### src/rtl/crc16_pkg.sv
package crc16_pkg;
  localparam int unsigned CRC_W  = 16;
  localparam int unsigned BYTE_W = 8;

  typedef logic [CRC_W-1:0] crc_t;

  typedef struct packed {
    logic restart;
    logic take;
  } crc_cmd_t;
endpackage

### src/rtl/crc_byte_fold.sv
module crc_byte_fold
  import crc16_pkg::*;
#(
  parameter crc_t POLY = 16'h8408
) (
  input  crc_t              cur,
  input  logic [BYTE_W-1:0] byte_in,
  output crc_t              nxt
);
  localparam int unsigned PAD_W = CRC_W - BYTE_W;

  crc_t stage [0:BYTE_W];

  assign stage[0] = cur ^ {{PAD_W{1'b0}}, byte_in};

  for (genvar i = 0; i < BYTE_W; i++) begin : g_bit
    assign stage[i+1] = stage[i][0] ? ((stage[i] >> 1) ^ POLY) : (stage[i] >> 1);
  end

  assign nxt = stage[BYTE_W];
endmodule

### src/rtl/crc_state_reg.sv
module crc_state_reg
  import crc16_pkg::*;
#(
  parameter crc_t SEED = 16'hFFFF
) (
  input  logic     clk,
  input  logic     rst_n,
  input  crc_cmd_t cmd,
  input  crc_t     nxt,
  output crc_t     state
);
  always_ff @(posedge clk or negedge rst_n) begin
    if (!rst_n)           state <= SEED;
    else if (cmd.restart) state <= SEED;
    else if (cmd.take)    state <= nxt;
  end
endmodule

### src/rtl/sat_counter.sv
module sat_counter #(
  parameter int unsigned W = 12
) (
  input  logic         clk,
  input  logic         rst_n,
  input  logic         clear,
  input  logic         inc,
  output logic [W-1:0] count
);
  localparam logic [W-1:0] TOP = {W{1'b1}};

  always_ff @(posedge clk or negedge rst_n) begin
    if (!rst_n)                   count <= '0;
    else if (clear)               count <= '0;
    else if (inc && count != TOP) count <= count + 1'b1;
  end
endmodule

### src/rtl/crc16_frame_engine.sv
module crc16_frame_engine
  import crc16_pkg::*;
#(
  parameter int unsigned CNT_W       = 12,
  parameter int unsigned IN_W        = 12,
  parameter int unsigned CTL_W       = 16,
  parameter int unsigned RESTART_BIT = 15,
  parameter crc_t        POLY        = 16'h8408,
  parameter crc_t        SEED        = 16'hFFFF,
  parameter crc_t        XOR_OUT     = 16'hFFFF
) (
  input  logic             clk,
  input  logic             rst_n,
  input  logic             ctl_wr,
  input  logic [CTL_W-1:0] ctl_wdata,
  input  logic             in_valid,
  output logic             in_ready,
  input  logic [IN_W-1:0]  in_data,
  output logic [CRC_W-1:0] crc_value,
  output logic [CNT_W-1:0] in_count
);
  crc_cmd_t cmd;
  crc_t     folded;
  crc_t     state;
  logic     unused_bits;

  assign in_ready    = rst_n;
  assign cmd.restart = ctl_wr & ctl_wdata[RESTART_BIT];
  assign cmd.take    = in_valid & in_ready;

  crc_byte_fold #(.POLY(POLY)) fold_i (
    .cur     (state),
    .byte_in (in_data[BYTE_W-1:0]),
    .nxt     (folded)
  );

  crc_state_reg #(.SEED(SEED)) state_i (
    .clk   (clk),
    .rst_n (rst_n),
    .cmd   (cmd),
    .nxt   (folded),
    .state (state)
  );

  sat_counter #(.W(CNT_W)) count_i (
    .clk   (clk),
    .rst_n (rst_n),
    .clear (cmd.restart),
    .inc   (cmd.take),
    .count (in_count)
  );

  assign crc_value   = state ^ XOR_OUT;
  assign unused_bits = ^{ctl_wdata[RESTART_BIT-1:0], in_data[IN_W-1:BYTE_W]};
endmodule

### config.mk
export PLATFORM = sky130hd
export DESIGN_NAME = crc16_frame_engine
export DESIGN_NICKNAME = d
export VERILOG_FILES = /design/src/rtl/crc16_pkg.sv /design/src/rtl/crc_byte_fold.sv /design/src/rtl/crc_state_reg.sv /design/src/rtl/sat_counter.sv /design/src/rtl/crc16_frame_engine.sv
export SDC_FILE = /design/constraint.sdc
export NUM_CORES = 1
export LEC_CHECK = 0
export BUFFER_PORTS_ARGS = -buffer_cell sky130_fd_sc_hd__buf_4
export CORE_MARGIN = 4
export CORE_UTILIZATION = 52
export CTS_CLUSTER_SIZE = 12
export DETAILED_ROUTE_END_ITERATION = 12
export PLACE_DENSITY = 0.92
export SKIP_LAST_GASP = 1
export SLEW_MARGIN = 40
export SYNTH_ARGS = -nofsm -noshare
export SYNTH_HDL_FRONTEND = slang
export SYNTH_SLANG_ARGS = --single-unit
### constraint.sdc
create_clock -name clk -period 4.9 [get_ports clk]
set_input_delay 0.98 -clock clk [delete_from_list [all_inputs] [get_ports clk]]
set_output_delay 0.98 -clock clk [all_outputs]
set_load 0.01 [all_outputs]
== Yosys cells after proc, flatten, opt, wreduce, memory -nomap -nowiden ==
Cells that the tools add are included.
Word-level totals
  output and inout port bits: 29
  word-level logic and storage cells: 31
  register bits: 28
  input port bits: 32
Operators by class
  add/subtract/negate cells: 1
  reductions and logical operators: 3
  equality and inequality tests: 1
  mux-type cells: 12
  bitwise gates (word level): 12
Operators with widths (count)
  2-to-1 mux 16 bit: 10
  2-to-1 mux 12 bit: 2
  inverter 2 -> 3 bit: 8
  inverter 16 bit: 1
  bitwise XOR 16 x 8 -> 16 bit: 1
  adder 12 x 1 -> 12 bit (second input constant): 1
  != test 12 bit (second input constant): 1
  nonzero test 2 bit: 2
  AND 1 bit: 2
  logical AND 1 bit: 1

== Longest topological paths before layout ==
  word-level depth: 19
  mapped depth: 6
  depth with buffers taken out: 5

== By module ==
Synthesis repeated with hierarchy kept, for this count alone.
Unflattened totals
  cells, all modules: 167
  area total of the unflattened synthesis: 1881.8 µm²
By module, submodules not included
  sat_counter: times used 1, seq. area each 300.3 µm², area each 714.4 µm², cells an instance 70
  crc_state_reg: times used 1, seq. area each 420.4 µm², area each 699.4 µm², cells an instance 53
  crc_byte_fold: times used 1, seq. area each 0.0 µm², area each 387.9 µm², cells an instance 25
  crc16_frame_engine: times used 1, seq. area each 0.0 µm², area each 80.1 µm², cells an instance 19

== Worst setup path after synthesis ==
Ideal clock, no wire load.
  path type: input to output
  start point: input port rst_n
  end point: output port in_ready
  required time: 3.920 ns
  stages on the path: 1
  arrival: 1.099 ns
  slack: 2.821 ns
  path buffers: 1
  cells stage by stage: buf_4
RTL lines
  start: declaration: RTL line crc16_frame_engine.sv:13  | input logic rst_n,
  end: declaration: RTL line crc16_frame_engine.sv:17  | output logic in_ready,
No word-level cell between the ends.

== Worst setup path in the final report ==
  start point: input port rst_n
  end point: output port in_ready
No word-level cell between the ends.

==> results.py <==
metrics = {
    "status": {
        "status": "finished, final reports clean",
    },
    "worst_setup_path": {
        "critPathMaxFanout": 32,
        "ff2ff_path_depth": 5,
        "rr_endpoint": "count_i.count[5]$_DFFE_PN0P_",
        "r2r_start": "count_i.count[0]$_DFFE_PN0P_",
        "path_cells": "buf_4 -> buf_4",
        "critPathCaptureType": "output pin",
        "cpLargestDelayFamily": "buffers and inverters",
        "r2r_setup_slack_ns": 3.06,
        "max_stage_delay_ns": 0.33,
        "cp.arrival_ns": 1.52,
        "worst-path-buf-inv": 2,
        "startpoint_type": "input pin",
        "worst_ep_required_time_ns": 3.92,
        "cp_num_cells": 2,
        "crit_type": "in -> out",
        "crit_path_frequent_cell": "buf_4",
        "cp_slowest_cell": "buf_4",
    },
    "synthesis": {
        "synth_edf_count": 0,
        "ys_ff_latch": 28,
        "synth_cell_types": 35,
        "async_flop_share_pct": 100,
        "synth.most_common_cell": "xnor2_1",
        "synth_warnings": 0,
        "ys_top_cells_by_area": "dfstp_2 27%, dfrtp_1 19%, xnor2_1 13%",
        "seq_area_frac_synth_pct": 45.6,
        "avgSynthCellArea_sq_um": 9.36,
        "synth_area_leader_cell": "dfstp_2",
        "synth_nets": 202,
        "netlist_top_cells_count": "24 x xnor2_1, 18 x inv_1, 17 x nand2_1, 16 x dfstp_2, 15 x a21oi_1",
        "ys.flop_type": "dfstp_2",
        "synth_top_area_share_pct": 26.6,
        "synthCells": 169,
        "netlist_area_sq_um": 1580,
    },
    "clock_tree": {
        "clkLatencyLatePin_ns": 0.34,
        "clock-sinks": 28,
        "htreeDepth": 1,
        "ctsResizeCount": 0,
        "cts-root-buf": "clkbuf_4",
        "cts_tree": "done",
        "cts_inserted_buffers": 3,
        "holdBufCountCts": 0,
        "cts_setup_buffers": 0,
        "cts_buffer_depth": 2,
        "clk_pin_slew_ns": 0.15,
    },
    "grt": {
        "grt_max_degree": 33,
        "grt-ovfl-total": 0,
        "grt_pass1_wl_microns": 5890,
        "grt_use_total_pct": 18.1,
        "grt_pass1_vias": 1324,
        "antenna_found_initial": 0,
    },
    "floorplanning": {
        "dieHeight_microns": 63.2,
        "design.core.area_sq_um": 2830,
        "dieWidth_microns": 63.2,
        "die_area_sq_um": 3990,
        "std_cell_rows": 19,
        "ios": 61,
        "initial_utilization_pct": 55.9,
    },
    "route": {
        "drc_errors": 0,
        "drt_iter0_drc": 28,
        "wl_per_cell_microns": 14.5,
        "routed_wl_microns": 3430,
        "num_vias": 1342,
        "dr.pass1.iters": 5,
        "ant_nets": 0,
        "via_per_inst": 5.66,
    },
    "timing": {
        "rsz0062_at_grt": "no",
        "slew_viol_final": 0,
        "worst_pin_slew_ns": 0.678,
        "post-route-period-util_pct": 50.9,
        "period_needed_ns": 2.50,
        "hold_slack_ns": 0.514,
        "hold_viol": 0,
        "fin_worst_skew_ns": 0.00321,
        "slew_headroom_pct": 54.8,
        "fmax_mhz": 401,
        "fin_tns_setup_ns": 0,
        "setup-violations-final": 0,
    },
    "pwr": {
        "p_per_area_nw_per_um2": 396,
        "leakage_nw": 0.917,
        "ir_worst_vdd_mv": 0.245,
    },
    "place": {
        "placed_cells": 233,
        "gp_congestion": 0.912,
        "port_buffers": 41,
        "dp_hpwl_microns": 2480,
    },
    "cells_and_area": {
        "syn_to_final_growth_pct": 22.5,
        "nFillCells": 231,
        "nNetsFinal": 240,
        "antenna_cells": 0,
        "drive_above_1_share_pct": 33.0,
        "post-route-util_pct": 68.5,
        "layout.cells.non_filler": 237,
    },
    "job": {
        "max_cap_violations": 0,
    },
    "min_path": {
        "hold_path_end": "state_i.state[14]$_DFFE_PN1P_",
        "worstHoldPathType": "reg -> reg",
        "hold_depth": 2,
        "min_from": "state_i.state[14]$_DFFE_PN1P_",
    },
}
[layout by cell type, fill, tap and decap left out, types with 2 or more instances in the layout]
master | Yosys | routed
o211ai_1 | 9 | 9
buf_4 | 1 | 41
nand2_1 | 17 | 16
and4_4 | 2 | 2
and2_1 | 2 | 2
clkbuf_4 | 0 | 3
a21oi_1 | 15 | 15
xnor2_1 | 24 | 24
nand4_1 | 3 | 3
inv_1 | 18 | 18
dfrtp_1 | 12 | 12
o21ai_0 | 4 | 4
or3_1 | 4 | 4
nor2_1 | 7 | 7
or4_1 | 2 | 2
dfstp_2 | 16 | 16
o21ai_1 | 5 | 5
nand3_1 | 6 | 6
[cells by family (layout without fill, tap and decap cells)]
| logic type | after synthesis | count (layout) | share of synthesized area (%) |
|---|---|---|---|
| AO/OA/AOI/OAI | 40 | 40 | 16.8 |
| XOR/XNOR | 25 | 25 | 13.8 |
| adder cells (fa/ha/maj) | 1 | 1 | 0.791 |
| buffers and inverters | 26 | 63 | 6.88 |
| flip-flops | 28 | 28 | 45.6 |
| AND/OR/NAND/NOR | 49 | 49 | 16.1 |
[final cells by class]
type	count	area, sq um	area share [%]
multi-input combinational	115	754	39.0
sequential	28	721	37.2
timing repair buffer	41	308	15.9
inverter	18	67.6	3.49
clock buffer	4	47.5	2.45
tap	31	38.8	2.00
[worst max-delay path by stage]
stage,startpoint,endpoint,slack (ns)
after CTS,rst_n,in_ready,2.38
after global routing,rst_n,count_i.count[4]$_DFFE_PN0P_,2.24
final,rst_n,in_ready,2.40
after detailed placement,rst_n,count_i.count[4]$_DFFE_PN0P_,2.07
after floorplan,rst_n,in_ready,2.82
after global placement,rst_n,count_i.count[5]$_DFFE_PN0P_,1.73
[power by group]
group / leakage (nW) / switching [mW] / internal (mW)
combinational: 0.557 / 0.153 / 0.153
clock: 0.0261 / 0.0703 / 0.0625
sequential: 0.334 / 0.0327 / 0.295
[per-layer routing]
metal | track usage [%] | up-vias | share of wire, %
li1 | - | 654 | -
met1 | 22.9 | 643 | 43
met2 | 30.8 | 38 | 50
met3 | 1.95 | 7 | 4.6
met4 | 8.82 | 0 | 2.0
met5 | 0 | - | 0
[sequential cells by signal, indices dropped and copies added (netlist names)]
signal	cells
state_i.state	16
count_i.count	12
[per-stage QoR]
stage / total power [mW] / worst slack [ns] / instance area (sq um)
after floorplan: 0.534 / 2.82 / 1580
after global placement: 0.631 / 1.73 / 1890
after detailed placement: 0.641 / 2.07 / 1890
after CTS: 0.775 / 2.38 / 1940
after global routing: 0.815 / 2.24 / 1940
final: 0.767 / 2.40 / 1940
Note: power is estimated with default switching activity, not from simulation.
